### src/rtl/flow_resolver_pkg.sv
package flow_resolver_pkg;
  typedef enum logic [2:0] {
    OP_PLAIN  = 3'd0,
    OP_BRANCH = 3'd1,
    OP_JUMP   = 3'd2,
    OP_CALL   = 3'd3,
    OP_SKIP   = 3'd4
  } opKind_e;

  typedef enum logic [2:0] {
    ADD_ONE   = 3'd0,
    ADD_TWO   = 3'd1,
    ADD_THREE = 3'd2,
    ADD_BR    = 3'd3,
    ADD_JMP   = 3'd4
  } addSel_e;

  typedef struct packed {
    addSel_e    addSel;
    logic [1:0] cycles;
    logic       load;
  } ctrlStrobe_t;
endpackage

### src/rtl/flow_resolver_ctrl.sv
module flow_resolver_ctrl
  import flow_resolver_pkg::*;
(
  input  logic        instValid,
  input  logic [2:0]  opKind,
  input  logic [7:0]  status,
  input  logic [2:0]  bitSel,
  input  logic        polarity,
  input  logic        skipCond,
  input  logic        nextIsLong,
  output ctrlStrobe_t stb
);
  logic condMet;

  assign condMet = (status[bitSel] == polarity);

  always_comb begin
    stb.load   = instValid;
    stb.addSel = ADD_ONE;
    stb.cycles = 2'd1;
    case (opKind)
      OP_BRANCH: begin
        if (condMet) begin
          stb.addSel = ADD_BR;
          stb.cycles = 2'd2;
        end
      end
      OP_JUMP: begin
        stb.addSel = ADD_JMP;
        stb.cycles = 2'd2;
      end
      OP_CALL: begin
        stb.addSel = ADD_JMP;
        stb.cycles = 2'd3;
      end
      OP_SKIP: begin
        if (skipCond) begin
          stb.addSel = nextIsLong ? ADD_THREE : ADD_TWO;
          stb.cycles = nextIsLong ? 2'd3 : 2'd2;
        end
      end
      default: ;
    endcase
  end

  // a non-sequential step never reports a single cycle
  always_comb begin
    if (instValid && stb.addSel != ADD_ONE)
      a_r2_multi_cycle: assert (stb.cycles != 2'd1);
    if (instValid)
      a_r6_cycles_nonzero: assert (stb.cycles != 2'd0);
  end
endmodule

### src/rtl/flow_resolver_dp.sv
module flow_resolver_dp
  import flow_resolver_pkg::*;
#(
  parameter int PC_W      = 16,
  parameter int BR_OFF_W  = 7,
  parameter int JMP_OFF_W = 12
) (
  input  logic                 clk,
  input  logic                 rstN,
  input  ctrlStrobe_t          stb,
  input  logic [PC_W-1:0]      pcIn,
  input  logic [BR_OFF_W-1:0]  brOffset,
  input  logic [JMP_OFF_W-1:0] jmpOffset,
  output logic [PC_W-1:0]      nextPc,
  output logic [1:0]           cyclesOut,
  output logic                 resValid
);
  localparam int BR_PAD  = PC_W - BR_OFF_W;
  localparam int JMP_PAD = PC_W - JMP_OFF_W;

  logic [PC_W-1:0] brExt;
  logic [PC_W-1:0] jmpExt;
  logic [PC_W-1:0] addend;
  logic [PC_W-1:0] sum;

  assign brExt  = {{BR_PAD{brOffset[BR_OFF_W-1]}}, brOffset};
  assign jmpExt = {{JMP_PAD{jmpOffset[JMP_OFF_W-1]}}, jmpOffset};

  always_comb begin
    case (stb.addSel)
      ADD_TWO:   addend = PC_W'(2);
      ADD_THREE: addend = PC_W'(3);
      ADD_BR:    addend = brExt + PC_W'(1);
      ADD_JMP:   addend = jmpExt + PC_W'(1);
      default:   addend = PC_W'(1);
    endcase
    sum = pcIn + addend;
  end

  always_ff @(posedge clk) begin
    if (!rstN) begin
      nextPc    <= '0;
      cyclesOut <= '0;
      resValid  <= 1'b0;
    end else begin
      resValid <= stb.load;
      if (stb.load) begin
        nextPc    <= sum;
        cyclesOut <= stb.cycles;
      end
    end
  end

  // outputs hold while no instruction is presented
  a_r10_hold: assert property (@(posedge clk) disable iff (!rstN)
    !stb.load |=> ($stable(nextPc) && $stable(cyclesOut)));
  // result-valid follows the load strobe by one edge
  a_r10_valid_follows: assert property (@(posedge clk) disable iff (!rstN)
    stb.load |=> resValid);
endmodule

### src/rtl/flow_resolver.sv
module flow_resolver
  import flow_resolver_pkg::*;
#(
  parameter int PC_W      = 16,
  parameter int BR_OFF_W  = 7,
  parameter int JMP_OFF_W = 12
) (
  input  logic                 clk,
  input  logic                 rstN,
  input  logic                 instValid,
  input  logic [2:0]           opKind,
  input  logic [PC_W-1:0]      pcIn,
  input  logic [BR_OFF_W-1:0]  brOffset,
  input  logic [JMP_OFF_W-1:0] jmpOffset,
  input  logic [7:0]           status,
  input  logic [2:0]           bitSel,
  input  logic                 polarity,
  input  logic                 skipCond,
  input  logic                 nextIsLong,
  output logic [PC_W-1:0]      nextPc,
  output logic [1:0]           cyclesOut,
  output logic                 resValid
);
  ctrlStrobe_t stb;

  flow_resolver_ctrl u_ctrl (
    .instValid (instValid),
    .opKind    (opKind),
    .status    (status),
    .bitSel    (bitSel),
    .polarity  (polarity),
    .skipCond  (skipCond),
    .nextIsLong(nextIsLong),
    .stb       (stb)
  );

  flow_resolver_dp #(
    .PC_W     (PC_W),
    .BR_OFF_W (BR_OFF_W),
    .JMP_OFF_W(JMP_OFF_W)
  ) u_dp (
    .clk      (clk),
    .rstN     (rstN),
    .stb      (stb),
    .pcIn     (pcIn),
    .brOffset (brOffset),
    .jmpOffset(jmpOffset),
    .nextPc   (nextPc),
    .cyclesOut(cyclesOut),
    .resValid (resValid)
  );

  // an untaken branch steps by one word
  a_r1_untaken_step: assert property (@(posedge clk) disable iff (!rstN)
    (instValid && opKind == 3'd1 && status[bitSel] != polarity)
      |=> (nextPc == $past(pcIn) + PC_W'(1)));
  // a taken branch costs two cycles
  a_r2_taken_cycles: assert property (@(posedge clk) disable iff (!rstN)
    (instValid && opKind == 3'd1 && status[bitSel] == polarity)
      |=> (cyclesOut == 2'd2));
  // a skip over a long instruction advances three words
  a_r6_long_skip: assert property (@(posedge clk) disable iff (!rstN)
    (instValid && opKind == 3'd4 && skipCond && nextIsLong)
      |=> (nextPc == $past(pcIn) + PC_W'(3) && cyclesOut == 2'd3));
  // a failed skip is a plain step
  a_r7_no_skip: assert property (@(posedge clk) disable iff (!rstN)
    (instValid && opKind == 3'd4 && !skipCond)
      |=> (nextPc == $past(pcIn) + PC_W'(1) && cyclesOut == 2'd1));
  // no result pulse without a strobe
  a_r10_no_spurious: assert property (@(posedge clk) disable iff (!rstN)
    !instValid |=> !resValid);
endmodule

### config.mk
export PLATFORM = sky130hd
export DESIGN_NAME = flow_resolver
export DESIGN_NICKNAME = d
export VERILOG_FILES = /design/src/rtl/flow_resolver_pkg.sv /design/src/rtl/flow_resolver_ctrl.sv /design/src/rtl/flow_resolver_dp.sv /design/src/rtl/flow_resolver.sv
export SDC_FILE = /design/constraint.sdc
export NUM_CORES = 1
export LEC_CHECK = 0
export ABC_AREA = 1
export BUFFER_PORTS_ARGS = -buffer_cell sky130_fd_sc_hd__buf_4
export CORE_AREA = 4 4 51 99
export CTS_BUF_LIST = sky130_fd_sc_hd__clkbuf_16
export DETAILED_ROUTE_END_ITERATION = 12
export DIE_AREA = 0 0 55 103
export PLACE_DENSITY = 0.84
export RECOVER_POWER = 50
export SYNTH_ARGS = -nofsm -noshare
export SYNTH_HDL_FRONTEND = slang
export SYNTH_HIERARCHICAL = 1
export SYNTH_SLANG_ARGS = --single-unit
### constraint.sdc
create_clock -name clk -period 8.1 [get_ports clk]
set_input_delay 0.405 -clock clk [delete_from_list [all_inputs] [get_ports clk]]
set_output_delay 0.405 -clock clk [all_outputs]
set_load 0.005 [all_outputs]
Yosys cells after proc, flatten, opt, wreduce, memory -nomap -nowiden. Index checks and enable logic that the tools add are counted.

Bits in registers: 19. Input port bits: 55. Output and inout port bits: 19.

$add $sub $neg: 3. Order comparisons: 1. Eq/ne operators: 9. Multiplexer cells: 8.

Operator list (number): 16-bit case mux with 4 select lines (1); 5-bit case mux with 4 select lines (1); 16-bit adder (1); 12-bit by 2-bit adder with 13-bit output (second input constant) (1); 3-bit by 2-bit == test with 1-bit output (second input constant) (4); 7-bit by 2-bit adder with 8-bit output (second input constant) (1); 3-bit by 1-bit == test with 1-bit output (second input constant) (2); 3-bit == test (second input constant) (2); 5-bit two-way mux (1); 3-bit by 4-bit < comparator with 1-bit output (second input constant) (1); 4-bit two-way mux (1); 1-bit binary-select mux with 3-bit select (1); 1-bit two-way mux (2); 2-bit two-way mux (1); 1-bit == test (1).

Depth between registers and ports, before layout.
Word-level depth: 8. Mapped depth: 27. Gate-level depth less buffers: 27.

Modules after synthesis. The synthesis kept the hierarchy.

Modules (own cells, without submodules): flow_resolver_dp (times used 1, cells each 357, area an instance 2098.3 µm², seq. area each 380.4 µm²); flow_resolver_ctrl (times used 1, cells each 46, area an instance 241.5 µm², seq. area each 0.0 µm²).

Worst setup path after synthesis. No wires, ideal clock.

Path type: input to register. Start point: input bitSel[0]. End point: register u_dp.nextPc[14]. Library setup time: 109 ps. Arrival: 2812 ps. Data required time: 7991 ps. Path slack: 5179 ps. Cell stages on the path: 23. Path buffers: 0. Path through: inv_2 -> nand2_1 -> nand3_1 -> nand3_2 -> nand3_1 -> nand3_2 -> nand2_1 -> nor2_2 -> nand2_1 -> clkinv_1 -> a22o_1 -> inv_1 -> ha_1 -> inv_1 -> fa_1 -> o21ai_2 -> nand2_1 -> nand2_2 -> nand2_2 -> nand3_1 -> nand3_1 -> nand2_1 -> inv_1.

RTL lines: from (decl) (line flow_resolver.sv:16) `input logic [2:0] bitSel,`; to (signal assigned) (line flow_resolver_dp.sv:48) `nextPc <= sum;`; to (decl) (line flow_resolver_dp.sv:14) `output logic [PC_W-1:0] nextPc,`.

==> impl_results.html <==
<table>
<tr><th>Metric</th><th>Value</th></tr>
<tr><th colspan="2">Clocking</th></tr>
<tr><td>Cell at the root of the clock tree</td><td>clkbuf_16</td></tr>
<tr><td>Maximum root-to-sink buffer count</td><td>2</td></tr>
<tr><td>Post-cts gate resize count</td><td>0</td></tr>
<tr><td>H-tree lvl count</td><td>1</td></tr>
<tr><td>Clock latency of the later-clocked register in the worst-skew pair</td><td>0.25 ns</td></tr>
<tr><td>CTS hold repair buffers</td><td>0</td></tr>
<tr><td>Clock tree from TritonCTS</td><td>yes</td></tr>
<tr><td>Clock buffer count from CTS</td><td>3</td></tr>
<tr><td>Number of buffers inserted to repair setup after CTS</td><td>0</td></tr>
<tr><td>TritonCTS sink count</td><td>19</td></tr>
<tr><td>Clock transition at the registers of the reported paths</td><td>0.06 ns</td></tr>
<tr><th colspan="2">Power</th></tr>
<tr><td>Ratio of total power to cell area</td><td>117 nW/um2</td></tr>
<tr><td>Post-layout power</td><td>349 uW</td></tr>
<tr><td>Worst vdd rail ir drop</td><td>102 uV</td></tr>
<tr><td>Leakage dissipation</td><td>0.00169 uW</td></tr>
<tr><th colspan="2">Route</th></tr>
<tr><td>First-iteration detailed-routing DRC count</td><td>49</td></tr>
<tr><td>Number of nets still failing antenna checks after routing</td><td>0</td></tr>
<tr><td>Vias post-DR</td><td>2747</td></tr>
<tr><td>Drt pass-1 iters</td><td>4</td></tr>
<tr><td>Number of vias per cell after detailed routing</td><td>5.19</td></tr>
<tr><td>Routed Wire Length</td><td>6600 um</td></tr>
<tr><td>Wire length per cell after detailed routing</td><td>12.5 um</td></tr>
<tr><td>Remaining routing DRC violations</td><td>0</td></tr>
<tr><th colspan="2">Hold path</th></tr>
<tr><td>Type of the worst min-delay path</td><td>primary input to flip-flop</td></tr>
<tr><th colspan="2">Floorplan</th></tr>
<tr><td>Height of the die</td><td>103 um</td></tr>
<tr><td>Die Outline Area</td><td>5670 um2</td></tr>
<tr><td>FP Rows</td><td>34</td></tr>
<tr><td>Effective utilization at floorplan</td><td>54.5%</td></tr>
<tr><td>Horizontal extent of the die</td><td>55 um</td></tr>
<tr><td>Area inside the core boundary</td><td>4300 um2</td></tr>
<tr><td>Top Ports</td><td>74</td></tr>
<tr><th colspan="2">Timing</th></tr>
<tr><td>Final TNS setup</td><td>0 ns</td></tr>
<tr><td>Total count of max-transition violations in the final report</td><td>0</td></tr>
<tr><td>Remaining max-slew budget at the tightest pin</td><td>20.8%</td></tr>
<tr><td>RSZ-0062 raised after global routing</td><td>no</td></tr>
<tr><td>Number of failing setup endpoints in the final timing report</td><td>0</td></tr>
<tr><td>Clock Skew</td><td>0 ns</td></tr>
<tr><td>Maximum achievable frequency</td><td>304 MHz</td></tr>
<tr><td>Worst Max-Slew Pin Slew</td><td>1.19 ns</td></tr>
<tr><td>Final Hold Fails</td><td>0</td></tr>
<tr><td>Portion of the clock cycle consumed by the worst path in the final layout</td><td>40.6%</td></tr>
<tr><td>Shortest clock period the worst path allows after layout</td><td>3.29 ns</td></tr>
<tr><th colspan="2">Setup path</th></tr>
<tr><td>Top fanout value on the critical path</td><td>9</td></tr>
<tr><td>Critical path endpoint category</td><td>flip-flop</td></tr>
<tr><td>Worst setup SP type</td><td>primary input</td></tr>
<tr><td>Class of the most critical setup path</td><td>primary input to flip-flop</td></tr>
<tr><td>Cell family contributing the most delay on the critical path</td><td>simple AND/OR/NAND/NOR gates</td></tr>
<tr><td>Number of buffer and inverter instances along the worst setup path</td><td>6</td></tr>
<tr><td>Data required time at the worst endpoint</td><td>8.24 ns</td></tr>
<tr><td>Cells traversed along the worst timing path</td><td>buf_4 -&gt; inv_2 -&gt; nand2_1 -&gt; nand3_1 -&gt; nand3_2 -&gt; nand3_1 -&gt; nand3_2 -&gt; nand2_1 -&gt; nor2_2 -&gt; nand2_1 -&gt; clkinv_1 -&gt; a22o_1 -&gt; inv_1 -&gt; ha_1 -&gt; inv_1 -&gt; fa_1 -&gt; o21ai_2 -&gt; nand3_1 -&gt; nand3_1 -&gt; nand2_1 -&gt; o21ai_0 -&gt; inv_1</td></tr>
<tr><td>CP max-delay cell</td><td>fa_1</td></tr>
<tr><td>Reg2Reg Setup Slack</td><td>7.37 ns</td></tr>
<tr><td>Largest incremental delay on the critical path</td><td>0.43 ns</td></tr>
<tr><td>Endpoint arrival time on the critical path</td><td>3.43 ns</td></tr>
<tr><th colspan="2">Finish</th></tr>
<tr><td>Post-Layout Cell Count</td><td>529</td></tr>
<tr><td>Diode count</td><td>0</td></tr>
<tr><td>Final nets</td><td>549</td></tr>
<tr><td>Synthesis-to-finish area growth</td><td>27.4%</td></tr>
<tr><td>Final Cell Area</td><td>2980 um2</td></tr>
<tr><td>Ratio of cells with drive above 1 in the final layout</td><td>21.7%</td></tr>
<tr><th colspan="2">Logic synthesis</th></tr>
<tr><td>Per-instance average area after synthesis</td><td>5.81 um2</td></tr>
<tr><td>Number of different library cells in the post-synthesis netlist</td><td>39</td></tr>
<tr><td>Fraction of registers with async set/reset</td><td>0%</td></tr>
<tr><td>EDFF count, synth</td><td>0</td></tr>
<tr><td>Dominant cells by area after synthesis</td><td>nand2_1 (17%), dfxtp_1 (16%), inv_1 (10%)</td></tr>
<tr><td>Flop and latch count out of synthesis</td><td>19</td></tr>
<tr><td>Area of the mapped netlist</td><td>2340 um2</td></tr>
<tr><td>Primary flip-flop cell chosen by synthesis mapping</td><td>dfxtp_1</td></tr>
<tr><td>Share of the synthesized area in the top cell type</td><td>16.7%</td></tr>
<tr><td>Synthesized netlist net count</td><td>476</td></tr>
<tr><td>Synth Instances</td><td>403</td></tr>
<tr><td>Cell type contributing the most total cell area after synthesis</td><td>nand2_1</td></tr>
<tr><td>Total number of yosys warnings</td><td>6</td></tr>
<tr><td>Register area share after synthesis</td><td>16.3%</td></tr>
<tr><th colspan="2">Global routing</th></tr>
<tr><td>Overall overflow remaining after global route</td><td>0</td></tr>
<tr><td>Largest net degree at the start of global routing</td><td>31</td></tr>
<tr><td>Initial antenna violation count</td><td>0</td></tr>
<tr><td>Global-route usage over all layers</td><td>24.5%</td></tr>
<tr><td>Global-route wire length before repair</td><td>10500 um</td></tr>
<tr><td>Vias in the first global route</td><td>2616</td></tr>
<tr><th colspan="2">Job</th></tr>
<tr><td>Total of max-cap violations</td><td>0</td></tr>
<tr><th colspan="2">Placement</th></tr>
<tr><td>Port Buffers</td><td>73</td></tr>
<tr><td>HPWL after DPL</td><td>5740 um</td></tr>
<tr><td>Placed cell area</td><td>2920 um2</td></tr>
<tr><td>Weighted congestion at the end of routability-driven global placement</td><td>0.961</td></tr>
<tr><td>Cell Count Post-Placement</td><td>525</td></tr>
<tr><th colspan="2">Status</th></tr>
<tr><td>Run status</td><td>finished, final reports clean</td></tr>
</table>
==> worst reg2reg max path, stage by stage, from the launching register on <==
cell and delay, ns:
dfxtp_1 0.33, nor2_1 0.05, nor2_1 0.15, o21ai_0 0.09, inv_1 0.06
==> synthesized netlist by cell type, drive strengths merged (3+ instances only) <==
cell type    n
nand4        5
nand2      115
buf          3
nand3       42
a21oi       20
nand3b       3
ha          17
o21ai       24
xor2         5
inv         67
nor2        60
dfxtp       19
nor3         5
==> cell type report <==
class / count / area [um2]
tap: 54 / 67.6
inverter: 68 / 255
clock buffer: 3 / 75.1
sequential: 19 / 380
timing repair buffer: 73 / 529
clock inverter: 1 / 5.00
multi-input combinational: 311 / 1670
fill: 419 / 1320
==> metrics by stage <==
stage               hold slack (ns)  setup slack [ns]  utilization [%]
finish                        0.412              4.81             69.4
global route                  0.446              4.49             69.4
CTS                           0.412              4.87             69.8
detailed placement            0.477              4.62             68.0
global placement              0.468              4.76             68.0
floorplan                     0.472              5.18                -
==> final timing paths <==
path | cells past startpoint | to | startpoint
worst min register to register | 2 | u_dp/cyclesOut[1] | u_dp/cyclesOut[1]
worst max register to register | 4 | u_dp/nextPc[2] | u_dp/nextPc[2]
worst min-delay path | 3 | u_dp/resValid | rstN
worst max-delay path | 22 | u_dp/nextPc[8] | bitSel[0]
==> power breakdown <==
part | total, uW | switching, uW | internal, uW | leakage [uW]
logic | 141 | 79.3 | 61.5 | 0.00149
clock network | 102 | 35.5 | 66.2 | 0.0000409
registers | 106 | 3.88 | 102 | 0.000158
total | 349 | 119 | 230 | 0.00169
==> flip-flops by register name, summed over array words and instances (netlist names) <==
register and flops:
u_dp/cyclesOut 2, u_dp/nextPc 16, u_dp/resValid 1
==> cell usage in the layout (no fill, tap or decap), drive strengths merged, types with 2 or more instances in the layout <==
cell	synthesis	layout
ha	17	17
buf	3	54
xor2	5	5
nand3b	3	3
nand2	115	115
dfxtp	19	19
a21oi	20	20
inv	67	67
o211ai	2	2
nor3	5	5
a22o	2	2
and2	2	2
nand3	42	42
a21o	2	2
nand4	5	5
o21ai	24	24
nor2	60	60
clkinv	1	2
o21bai	2	2
clkbuf	2	22
==> kinds of logic (layout without fill, tap and decap cells) <==
| family | Yosys count | count (layout) | share of synthesized area, % |
|---|---|---|---|
| AOI/OAI and AO/OA | 54 | 54 | 12.8 |
| adders and majority gates | 18 | 18 | 9.95 |
| DFF | 19 | 19 | 16.3 |
| xor gates and xnor gates | 6 | 6 | 2.25 |
| and+or+nand+nor | 233 | 233 | 46.3 |
| buffers and inverters | 73 | 145 | 12.4 |
==> per-layer routing <==
| metal | share of wire, % | vias to the layer above | global-route usage (%) |
|---|---|---|---|
| li1 | - | 1434 | - |
| met3 | 3.4 | 20 | 1.88 |
| met4 | 3.7 | 0 | 13.3 |
| met2 | 58 | 80 | 48.6 |
| met1 | 35 | 1213 | 22.3 |
| met5 | 0 | - | 0 |
Note: power is estimated with default switching activity, not from simulation.
